<file path="config.mk">
export PLATFORM = sky130hd
export DESIGN_NAME = uart_bank_regfile
export DESIGN_NICKNAME = d
export VERILOG_FILES = /design/src/rtl/uart_bank_pkg.sv /design/src/rtl/uart_bank_decode.sv /design/src/rtl/uart_bank_chan.sv /design/src/rtl/uart_bank_regfile.sv
export SDC_FILE = /design/constraint.sdc
export NUM_CORES = 1
export LEC_CHECK = 0
export BUFFER_PORTS_ARGS = -buffer_cell sky130_fd_sc_hd__buf_4
export CAP_MARGIN = 0
export CORE_ASPECT_RATIO = 1.2
export CORE_MARGIN = 5
export CORE_UTILIZATION = 59
export DETAILED_ROUTE_END_ITERATION = 8
export GPL_ROUTABILITY_DRIVEN = 0
export PLACE_DENSITY = 0.78
export REMOVE_ABC_BUFFERS = 1
export SYNTH_ARGS = -nofsm -noshare
export SYNTH_HDL_FRONTEND = slang
export SYNTH_HIERARCHICAL = 1
export SYNTH_SLANG_ARGS = --single-unit
export TNS_END_PERCENT = 20
</file>
<file path="constraint.sdc">
create_clock -name clk -period 4.1 [get_ports clk]
set_input_delay 0.82 -clock clk [delete_from_list [all_inputs] [get_ports clk]]
set_output_delay 0.82 -clock clk [all_outputs]
set_load 0.05 [all_outputs]
</file>
<file path="src/rtl/uart_bank_pkg.sv">
package uart_bank_pkg;

   localparam int BYTE_W = 8;

   typedef enum logic [1:0] {
      BANK_STD,
      BANK_DIV,
      BANK_ENH
   } bank_e;

   typedef enum logic [4:0] {
      RS_ZERO, RS_RHR, RS_IER, RS_DLL, RS_DLM, RS_REV, RS_ID,
      RS_ISR, RS_LCR, RS_MCR, RS_LSR, RS_MSR, RS_SPR, RS_LVL,
      RS_FCTR, RS_EFR, RS_XON1, RS_XON2, RS_XOFF1, RS_XOFF2
   } rd_sel_e;

   typedef enum logic [4:0] {
      WS_NONE, WS_THR, WS_IER, WS_DLL, WS_DLM, WS_FCR, WS_LCR,
      WS_MCR, WS_SPR, WS_EMSR, WS_TRG, WS_FCTR, WS_EFR,
      WS_XON1, WS_XON2, WS_XOFF1, WS_XOFF2
   } wr_sel_e;

   typedef struct packed {
      logic [BYTE_W-1:0] lcr;
      logic [BYTE_W-1:0] ier;
      logic [BYTE_W-1:0] dll;
      logic [BYTE_W-1:0] dlm;
      logic [BYTE_W-1:0] mcr;
      logic [BYTE_W-1:0] spr;
      logic [BYTE_W-1:0] fctr;
      logic [BYTE_W-1:0] efr;
      logic [BYTE_W-1:0] xon1;
      logic [BYTE_W-1:0] xon2;
      logic [BYTE_W-1:0] xoff1;
      logic [BYTE_W-1:0] xoff2;
   } chan_regs_t;

endpackage

</file>
<file path="src/rtl/uart_bank_decode.sv">
module uart_bank_decode
   import uart_bank_pkg::*;
#(
   parameter logic [7:0] ENH_KEY   = 8'hBF,
   parameter int         ADDR_W    = 3,
   parameter int         ALT_BIT   = 6
) (
   input  logic [7:0]        lcr,
   input  logic              div_zero,
   input  logic [7:0]        fctr,
   input  logic [ADDR_W-1:0] addr,
   output bank_e             bank,
   output rd_sel_e           rsel,
   output wr_sel_e           wsel
);

   logic alt_map;
   assign alt_map = fctr[ALT_BIT];

   always_comb begin
      if (lcr == ENH_KEY)  bank = BANK_ENH;
      else if (lcr[7])     bank = BANK_DIV;
      else                 bank = BANK_STD;
   end

   always_comb begin
      rsel = RS_ZERO;
      wsel = WS_NONE;
      unique case (addr)
         3'd0: begin
            unique case (bank)
               BANK_STD: begin rsel = RS_RHR; wsel = WS_THR; end
               BANK_DIV: begin rsel = div_zero ? RS_REV : RS_DLL; wsel = WS_DLL; end
               default:  begin rsel = RS_LVL; wsel = WS_TRG; end
            endcase
         end
         3'd1: begin
            unique case (bank)
               BANK_STD: begin rsel = RS_IER;  wsel = WS_IER; end
               BANK_DIV: begin rsel = div_zero ? RS_ID : RS_DLM; wsel = WS_DLM; end
               default:  begin rsel = RS_FCTR; wsel = WS_FCTR; end
            endcase
         end
         3'd2: begin
            if (bank == BANK_ENH) begin rsel = RS_EFR; wsel = WS_EFR; end
            else                  begin rsel = RS_ISR; wsel = WS_FCR; end
         end
         3'd3: begin
            rsel = RS_LCR; wsel = WS_LCR;
         end
         3'd4: begin
            if (bank == BANK_ENH) begin rsel = RS_XON1; wsel = WS_XON1; end
            else                  begin rsel = RS_MCR;  wsel = WS_MCR;  end
         end
         3'd5: begin
            if (bank == BANK_ENH) begin rsel = RS_XON2; wsel = WS_XON2; end
            else                  begin rsel = RS_LSR;  wsel = WS_NONE; end
         end
         3'd6: begin
            if (bank == BANK_ENH) begin rsel = RS_XOFF1; wsel = WS_XOFF1; end
            else                  begin rsel = RS_MSR;   wsel = WS_NONE;  end
         end
         default: begin
            if (bank == BANK_ENH) begin rsel = RS_XOFF2; wsel = WS_XOFF2; end
            else if (alt_map)     begin rsel = RS_LVL;   wsel = WS_EMSR;  end
            else                  begin rsel = RS_SPR;   wsel = WS_SPR;   end
         end
      endcase
   end


   always_comb begin
      bank_key_chk: assert ((bank != BANK_ENH) || (lcr == ENH_KEY));
   end

endmodule

</file>
<file path="src/rtl/uart_bank_chan.sv">
module uart_bank_chan
   import uart_bank_pkg::*;
#(
   parameter logic [7:0] ENH_KEY = 8'hBF,
   parameter logic [7:0] DEV_REV = 8'h01,
   parameter logic [7:0] DEV_ID  = 8'h0A,
   parameter int         ADDR_W  = 3
) (
   input  logic              clk,
   input  logic              rst_n,
   input  logic              sel,
   input  logic              rd_stb,
   input  logic              wr_stb,
   input  logic [ADDR_W-1:0] addr,
   input  logic [7:0]        wdata,
   input  logic [7:0]        rhr_in,
   input  logic [7:0]        isr_in,
   input  logic [7:0]        lsr_in,
   input  logic [7:0]        msr_in,
   input  logic [7:0]        lvl_in,
   output logic [7:0]        rdata,
   output logic              thr_wr,
   output logic              fcr_wr,
   output logic              trg_wr,
   output logic              emsr_wr,
   output logic              rhr_rd,
   output logic              lvl_rd
);

   chan_regs_t regs;
   bank_e      bank;
   rd_sel_e    rsel;
   wr_sel_e    wsel;
   logic       wr_en;
   logic       rd_en;
   logic       div_zero;

   assign wr_en    = sel && wr_stb;
   assign rd_en    = sel && rd_stb;
   assign div_zero = (regs.dll == '0) && (regs.dlm == '0);

   uart_bank_decode #(
      .ENH_KEY (ENH_KEY),
      .ADDR_W  (ADDR_W),
      .ALT_BIT (6)
   ) u_decode (
      .lcr      (regs.lcr),
      .div_zero (div_zero),
      .fctr     (regs.fctr),
      .addr     (addr),
      .bank     (bank),
      .rsel     (rsel),
      .wsel     (wsel)
   );

   always_ff @(posedge clk or negedge rst_n) begin
      if (!rst_n) begin
         regs <= '0;
      end else if (wr_en) begin
         unique case (wsel)
            WS_IER:   regs.ier   <= wdata;
            WS_DLL:   regs.dll   <= wdata;
            WS_DLM:   regs.dlm   <= wdata;
            WS_LCR:   regs.lcr   <= wdata;
            WS_MCR:   regs.mcr   <= wdata;
            WS_SPR:   regs.spr   <= wdata;
            WS_FCTR:  regs.fctr  <= wdata;
            WS_EFR:   regs.efr   <= wdata;
            WS_XON1:  regs.xon1  <= wdata;
            WS_XON2:  regs.xon2  <= wdata;
            WS_XOFF1: regs.xoff1 <= wdata;
            WS_XOFF2: regs.xoff2 <= wdata;
            default:  ;
         endcase
      end
   end

   always_ff @(posedge clk or negedge rst_n) begin
      if (!rst_n) begin
         thr_wr  <= 1'b0;
         fcr_wr  <= 1'b0;
         trg_wr  <= 1'b0;
         emsr_wr <= 1'b0;
         rhr_rd  <= 1'b0;
         lvl_rd  <= 1'b0;
      end else begin
         thr_wr  <= wr_en && (wsel == WS_THR);
         fcr_wr  <= wr_en && (wsel == WS_FCR);
         trg_wr  <= wr_en && (wsel == WS_TRG);
         emsr_wr <= wr_en && (wsel == WS_EMSR);
         rhr_rd  <= rd_en && (rsel == RS_RHR);
         lvl_rd  <= rd_en && (rsel == RS_LVL);
      end
   end

   always_comb begin
      unique case (rsel)
         RS_RHR:   rdata = rhr_in;
         RS_IER:   rdata = regs.ier;
         RS_DLL:   rdata = regs.dll;
         RS_DLM:   rdata = regs.dlm;
         RS_REV:   rdata = DEV_REV;
         RS_ID:    rdata = DEV_ID;
         RS_ISR:   rdata = isr_in;
         RS_LCR:   rdata = regs.lcr;
         RS_MCR:   rdata = regs.mcr;
         RS_LSR:   rdata = lsr_in;
         RS_MSR:   rdata = msr_in;
         RS_SPR:   rdata = regs.spr;
         RS_LVL:   rdata = lvl_in;
         RS_FCTR:  rdata = regs.fctr;
         RS_EFR:   rdata = regs.efr;
         RS_XON1:  rdata = regs.xon1;
         RS_XON2:  rdata = regs.xon2;
         RS_XOFF1: rdata = regs.xoff1;
         RS_XOFF2: rdata = regs.xoff2;
         default:  rdata = '0;
      endcase
   end


   lcr_write_chk: assert property (@(posedge clk) disable iff (!rst_n)
      (wr_en && (addr == 3'd3)) |=> (regs.lcr == $past(wdata)));


   ro_write_ignored_chk: assert property (@(posedge clk) disable iff (!rst_n)
      (wr_en && (regs.lcr != ENH_KEY) && ((addr == 3'd5) || (addr == 3'd6)))
      |=> ($stable(regs) && !thr_wr && !fcr_wr && !trg_wr && !emsr_wr));


   wr_pulse_onehot_chk: assert property (@(posedge clk) disable iff (!rst_n)
      $onehot0({thr_wr, fcr_wr, trg_wr, emsr_wr}));


   wr_pulse_cause_chk: assert property (@(posedge clk) disable iff (!rst_n)
      (thr_wr || fcr_wr || trg_wr || emsr_wr) |-> $past(wr_en));


   rhr_pulse_cause_chk: assert property (@(posedge clk) disable iff (!rst_n)
      (rhr_rd || lvl_rd) |-> $past(rd_en));


   id_readback_chk: assert property (@(posedge clk) disable iff (!rst_n)
      (rd_en && regs.lcr[7] && (regs.lcr != ENH_KEY) && (addr == 3'd1) && div_zero)
      |-> (rdata == DEV_ID));

endmodule

</file>
<file path="src/rtl/uart_bank_regfile.sv">
module uart_bank_regfile
   import uart_bank_pkg::*;
#(
   parameter int         DATA_W  = 8,
   parameter int         ADDR_W  = 3,
   parameter logic [7:0] ENH_KEY = 8'hBF,
   parameter logic [7:0] DEV_REV = 8'h01,
   parameter logic [7:0] DEV_ID  = 8'h0A
) (
   input  logic                     clk,
   input  logic                     rst_n,
   input  logic                     cs_a_n,
   input  logic                     cs_b_n,
   input  logic [ADDR_W-1:0]        addr,
   input  logic                     rd_stb,
   input  logic                     wr_stb,
   input  logic [DATA_W-1:0]        wdata,
   input  logic [2*DATA_W-1:0]      rhr_in,
   input  logic [2*DATA_W-1:0]      isr_in,
   input  logic [2*DATA_W-1:0]      lsr_in,
   input  logic [2*DATA_W-1:0]      msr_in,
   input  logic [2*DATA_W-1:0]      lvl_in,
   output logic [DATA_W-1:0]        rdata,
   output logic [1:0]               thr_wr,
   output logic [1:0]               fcr_wr,
   output logic [1:0]               trg_wr,
   output logic [1:0]               emsr_wr,
   output logic [1:0]               rhr_rd,
   output logic [1:0]               lvl_rd,
   output logic [DATA_W-1:0]        wr_byte
);

   localparam int NUM_CH = 2;

   if (DATA_W != BYTE_W) begin : g_bad_width
      $error("uart_bank_regfile: DATA_W must be 8");
   end
   if (ADDR_W != 3) begin : g_bad_addr
      $error("uart_bank_regfile: ADDR_W must be 3");
   end

   logic [NUM_CH-1:0]        chan_sel;
   logic [DATA_W-1:0]        ch_rdata [NUM_CH];
   logic [DATA_W-1:0]        rd_mux;

   assign chan_sel[0] = !cs_a_n &&  cs_b_n;
   assign chan_sel[1] =  cs_a_n && !cs_b_n;

   for (genvar ch = 0; ch < NUM_CH; ch++) begin : g_chan
      uart_bank_chan #(
         .ENH_KEY (ENH_KEY),
         .DEV_REV (DEV_REV),
         .DEV_ID  (DEV_ID),
         .ADDR_W  (ADDR_W)
      ) u_chan (
         .clk     (clk),
         .rst_n   (rst_n),
         .sel     (chan_sel[ch]),
         .rd_stb  (rd_stb),
         .wr_stb  (wr_stb),
         .addr    (addr),
         .wdata   (wdata),
         .rhr_in  (rhr_in[ch*DATA_W +: DATA_W]),
         .isr_in  (isr_in[ch*DATA_W +: DATA_W]),
         .lsr_in  (lsr_in[ch*DATA_W +: DATA_W]),
         .msr_in  (msr_in[ch*DATA_W +: DATA_W]),
         .lvl_in  (lvl_in[ch*DATA_W +: DATA_W]),
         .rdata   (ch_rdata[ch]),
         .thr_wr  (thr_wr[ch]),
         .fcr_wr  (fcr_wr[ch]),
         .trg_wr  (trg_wr[ch]),
         .emsr_wr (emsr_wr[ch]),
         .rhr_rd  (rhr_rd[ch]),
         .lvl_rd  (lvl_rd[ch])
      );
   end

   always_comb begin
      rd_mux = '0;
      for (int ch = 0; ch < NUM_CH; ch++) begin
         if (chan_sel[ch]) rd_mux = rd_mux | ch_rdata[ch];
      end
   end
   assign rdata = rd_mux;

   always_ff @(posedge clk or negedge rst_n) begin
      if (!rst_n)                    wr_byte <= '0;
      else if (wr_stb && |chan_sel)  wr_byte <= wdata;
   end


   dual_cs_no_pulse_chk: assert property (@(posedge clk) disable iff (!rst_n)
      (!cs_a_n && !cs_b_n) |=> ((thr_wr | fcr_wr | trg_wr | emsr_wr | rhr_rd | lvl_rd) == '0));


   dual_cs_rdata_chk: assert property (@(posedge clk) disable iff (!rst_n)
      (!cs_a_n && !cs_b_n) |-> (rdata == '0));

endmodule

</file>
## Word-level counts from Yosys, hierarchy flattened

Index checks and enable logic that the tools add are counted.

| storage, ports and cells | value |
|---|---|
| flip-flop bits (word level) | 212 |
| logic and storage cells | 223 |

| cells by class | value |
|---|---|
| reductions and logical operators | 55 |
| mux-type cells | 48 |
| eq/ne operators | 82 |
| bitwise logic cells | 1 |

Operators with widths:

| operator | count |
|---|---|
| case mux 8 bit (19 select lines) | 2 |
| equality test 5 x 4 -> 1 bit (second input constant) | 32 |
| case mux 5 bit (7 select lines) | 4 |
| equality test 5 x 3 -> 1 bit (second input constant) | 16 |
| case mux 4 bit (2 select lines) | 8 |
| equality test 5 bit (second input constant) | 10 |
| two-way mux 5 bit | 10 |
| AND reduction 2 bit | 24 |
| equality test 5 x 2 -> 1 bit (second input constant) | 8 |
| two-way mux 4 bit | 10 |
| logical NOT 8 bit | 4 |
| logical AND 1 bit | 21 |
| equality test 5 x 1 -> 1 bit (second input constant) | 4 |
| equality test 8 bit (second input constant) | 2 |
| two-way mux 8 bit | 2 |
| equality test 3 bit (second input constant) | 3 |
| two-way mux 2 bit | 4 |
| bitwise OR 8 bit | 1 |
| equality test 3 x 2 -> 1 bit (second input constant) | 2 |
| two-way mux 1 bit | 6 |
| two-way mux 3 bit | 2 |
| equality test 2 x 1 -> 1 bit (second input constant) | 2 |
| equality test 2 bit (second input constant) | 2 |
| logical NOT 2 bit | 2 |
| other kinds (4) | 5 |

## Longest topological paths before layout

| depth | value |
|---|---|
| depth after elaboration | 10 |
| depth in mapped cells | 15 |

## By module

The synthesis kept the hierarchy.

Modules (own cells, without submodules):

| module | cells an instance | times used | area each (µm²) | seq. area each (µm²) |
|---|---|---|---|---|
| uart_bank_chan | 426 | 2 | 5,232.5 | 2,552.4 |
| uart_bank_regfile | 32 | 1 | 455.4 | 200.2 |
| uart_bank_decode at g_chan[1].u_chan.u_decode | 56 | 1 | 332.8 | 0.0 |
| uart_bank_decode at g_chan[0].u_chan.u_decode | 53 | 1 | 312.8 | 0.0 |

## Least setup slack after synthesis

OpenSTA, ideal clock, no wires.

| path | value |
|---|---|
| path kind | input to output |
| start point | input port addr[2] |
| end point | output port rdata[6] |
| path buffers | 3 |
| data arrival time | 3,060 ps |
| setup slack | 220 ps |
| required time | 3,280 ps |
| stages | 12 |
| cell sequence | buf_2 > inv_1 > nor2_1 > mux2i_1 > buf_4 > buf_4 > nand3b_1 > a21oi_1 > a21oi_1 > o311a_1 > nand4_1 > a22o_1 |

RTL lines:

| item | line | source |
|---|---|---|
| start: declaration | uart_bank_regfile.sv:14 | `input logic [ADDR_W-1:0] addr,` |
| end: declaration | uart_bank_regfile.sv:23 | `output logic [DATA_W-1:0] rdata,` |

==> flow_metrics.py <==
metrics = {
    "final_layout": {
        "fillers": 1302,
        "multi_input_area_um2": 5920,
        "mostFrequentLayoutCells": "233 x buf_4, 211 x dfrtp_1, 209 x mux2_2, 49 x nand2_1, 43 x nor2_1",
        "final_common_cell": "buf_4",
        "antenna_cells": 0,
        "drive_gt1_share_pct": 48.7,
        "design_area_um2": 14400,
        "fin_nets": 1293,
        "area_growth_pct": 24.9,
        "regArea_um2": 5310,
    },
    "clock_network": {
        "max-clock-path-buffers": 3,
        "clkLatencyLatePin_ps": 510,
        "root_buffer": "clkbuf_16",
        "cts_tree": "done",
        "clk_pin_slew_ps": 60,
        "cts-hold-fix-buffers": 0,
        "cts_sinks": 212,
        "cts_inserted_buffers": 23,
        "htree_num_levels": 1,
    },
    "worst_hold_path": {
        "hp-class": "primary input to asynchronous set/reset pin",
    },
    "yosys": {
        "syn_area_per_cell_um2": 11.7,
        "syn_inst": 991,
        "yosys_warnings": 6,
        "syn_area_um2": 11600,
    },
    "die": {
        "coreArea_um2": 19400,
        "start_util_pct": 59.6,
        "die_w_um": 138,
        "num_rows": 56,
        "die-area_um2": 22500,
        "io_pins": 125,
        "die_h_um": 163,
    },
    "timing": {
        "clock_skew_ps": 7.04,
        "fin_crit_ps": 4510,
        "fmax_mhz": 222,
        "whs_ps": 327,
        "rsz0062_at_grt": "yes",
        "setup-violations-final": 8,
        "max_slew_margin_pct": 32.4,
        "finalHoldViolCount": 0,
        "maxSlewViolCount": 0,
        "fin_ws_ps": -411,
        "max_slew.worst_pin.slew_ps": 1010,
        "fin_tns_setup_ps": -2930,
        "fin_crit_sh_pct": 110,
    },
    "drt": {
        "drt-initial-drc-count": 1081,
        "drcViolationCount": 0,
        "first_pass_iters": 7,
        "vias": 9663,
        "totalWireLength_um": 37700,
        "routedWlPerCell_um": 25.6,
        "drtAntennaViolNets": 0,
        "via_per_inst": 6.57,
    },
    "place": {
        "dp_slack_ps": -107,
        "postPlaceCellArea_um2": 13200,
        "hpwl_um": 26100,
        "port_buffers": 124,
    },
    "outcome": {
        "status": "finished with violations",
        "violations": "setup timing",
    },
    "worst_setup_path": {
        "critPathCaptureType": "primary output",
        "crit_chain": "nor4_4 -> and4_4 -> o311ai_0 -> o211ai_1 -> buf_4 -> buf_6 -> buf_4 -> nor3b_2 -> and3_1 -> a2111oi_2 -> nand4_1 -> a22o_1 -> buf_6",
        "slowest_delay_ps": 450,
        "path_class": "flip-flop to primary output",
        "crit_arrival_ps": 3690,
        "worstPathRequired_ps": 3280,
        "startpoint_type": "flip-flop",
        "crit_path_top_delay_cell": "dfrtp_2",
        "crit_path_max_fanout": 5,
    },
    "power": {
        "vdd_drop_max_uv": 344,
        "p_leak_nw": 6.83,
        "p_total_mw": 5.93,
        "power.density_nw_per_um2": 410,
    },
    "global_routing": {
        "grt_max_degree": 90,
        "overflow": 0,
        "grt_pass1_wl_um": 57500,
        "antenna_found_initial": 0,
        "track_usage_pct": 33.6,
        "grt_pass1_vias": 9991,
    },
    "job": {
        "drv_cap": 0,
    },
}
==> per-stage QoR <==
step	std cells	utilization, %
floorplan	920	-
global placement	1406	68.2
detailed placement	1406	68.2
CTS	1462	73.8
global route	1471	74.4
finish	1471	74.4
==> routing by layer <==
| metal | wire, um | GRT usage (%) |
|---|---|---|
| met1 | 13700 | 41.8 |
| met3 | 3340 | 5.98 |
| met5 | 0 | 0 |
| met4 | 2700 | 18.1 |
| met2 | 18000 | 55.5 |
==> worst paths after layout <==
check | start | to | slack [ps] | cells after the start
min in group clk | g_chan[0].u_chan/regs[23] | g_chan[0].u_chan/regs[23] | 500 | 1
max reg2reg | g_chan[1].u_chan/regs[94] | g_chan[1].u_chan/regs[22] | 830 | 8
min | rst_n | g_chan[1].u_chan/regs[93] | 330 | 1
max | g_chan[1].u_chan/regs[75] | rdata[1] | -410 | 13
max in group asynchronous | rst_n | g_chan[0].u_chan/regs[84] | 2770 | 2
min reg2reg | g_chan[0].u_chan/regs[23] | g_chan[0].u_chan/regs[23] | 500 | 1
==> area by class of cell <==
class | instances | share of cell area [%]
inverters | 18 | 0.529
well taps | 261 | 2.26
repair buffers | 249 | 13.7
flip-flops and latches | 212 | 36.7
multi-input cells | 690 | 41.0
clock inverters | 11 | 1.32
clock buffers | 30 | 4.44
==> power by group <==
part / switching (mW) / leakage [nW] / internal, mW
Clock: 0.864 / 0.407 / 1.42
Sequential: 0.183 / 2.86 / 2.31
Combinational: 0.603 / 3.57 / 0.550
Total: 1.65 / 6.83 / 4.28
==> repair_timing <==
action                                  in CTS  in global routing
pin swaps                                   19                 16
endpoints found under the setup margin       8                  8
resized for setup                           28                 15
endpoints found under the hold margin        0                  0
cloned                                       0                  1
buffers inserted                            15                  8
==> critical path: cells and delay by family, from the launching register on <==
kind            cells  cell delay [ps]
simple gates        5             1070
compound gates      4             1060
buf+inv             4              600
flops               1              450
==> flip-flops by register name (all words and copies together) (netlist names) <==
register               flops
g_chan.u_chan/regs       192
wr_byte                    8
g_chan.u_chan/emsr_wr      2
g_chan.u_chan/fcr_wr       2
g_chan.u_chan/lvl_rd       2
g_chan.u_chan/rhr_rd       2
g_chan.u_chan/thr_wr       2
g_chan.u_chan/trg_wr       2
No activity file was read; power rests on OpenSTA's default activity.
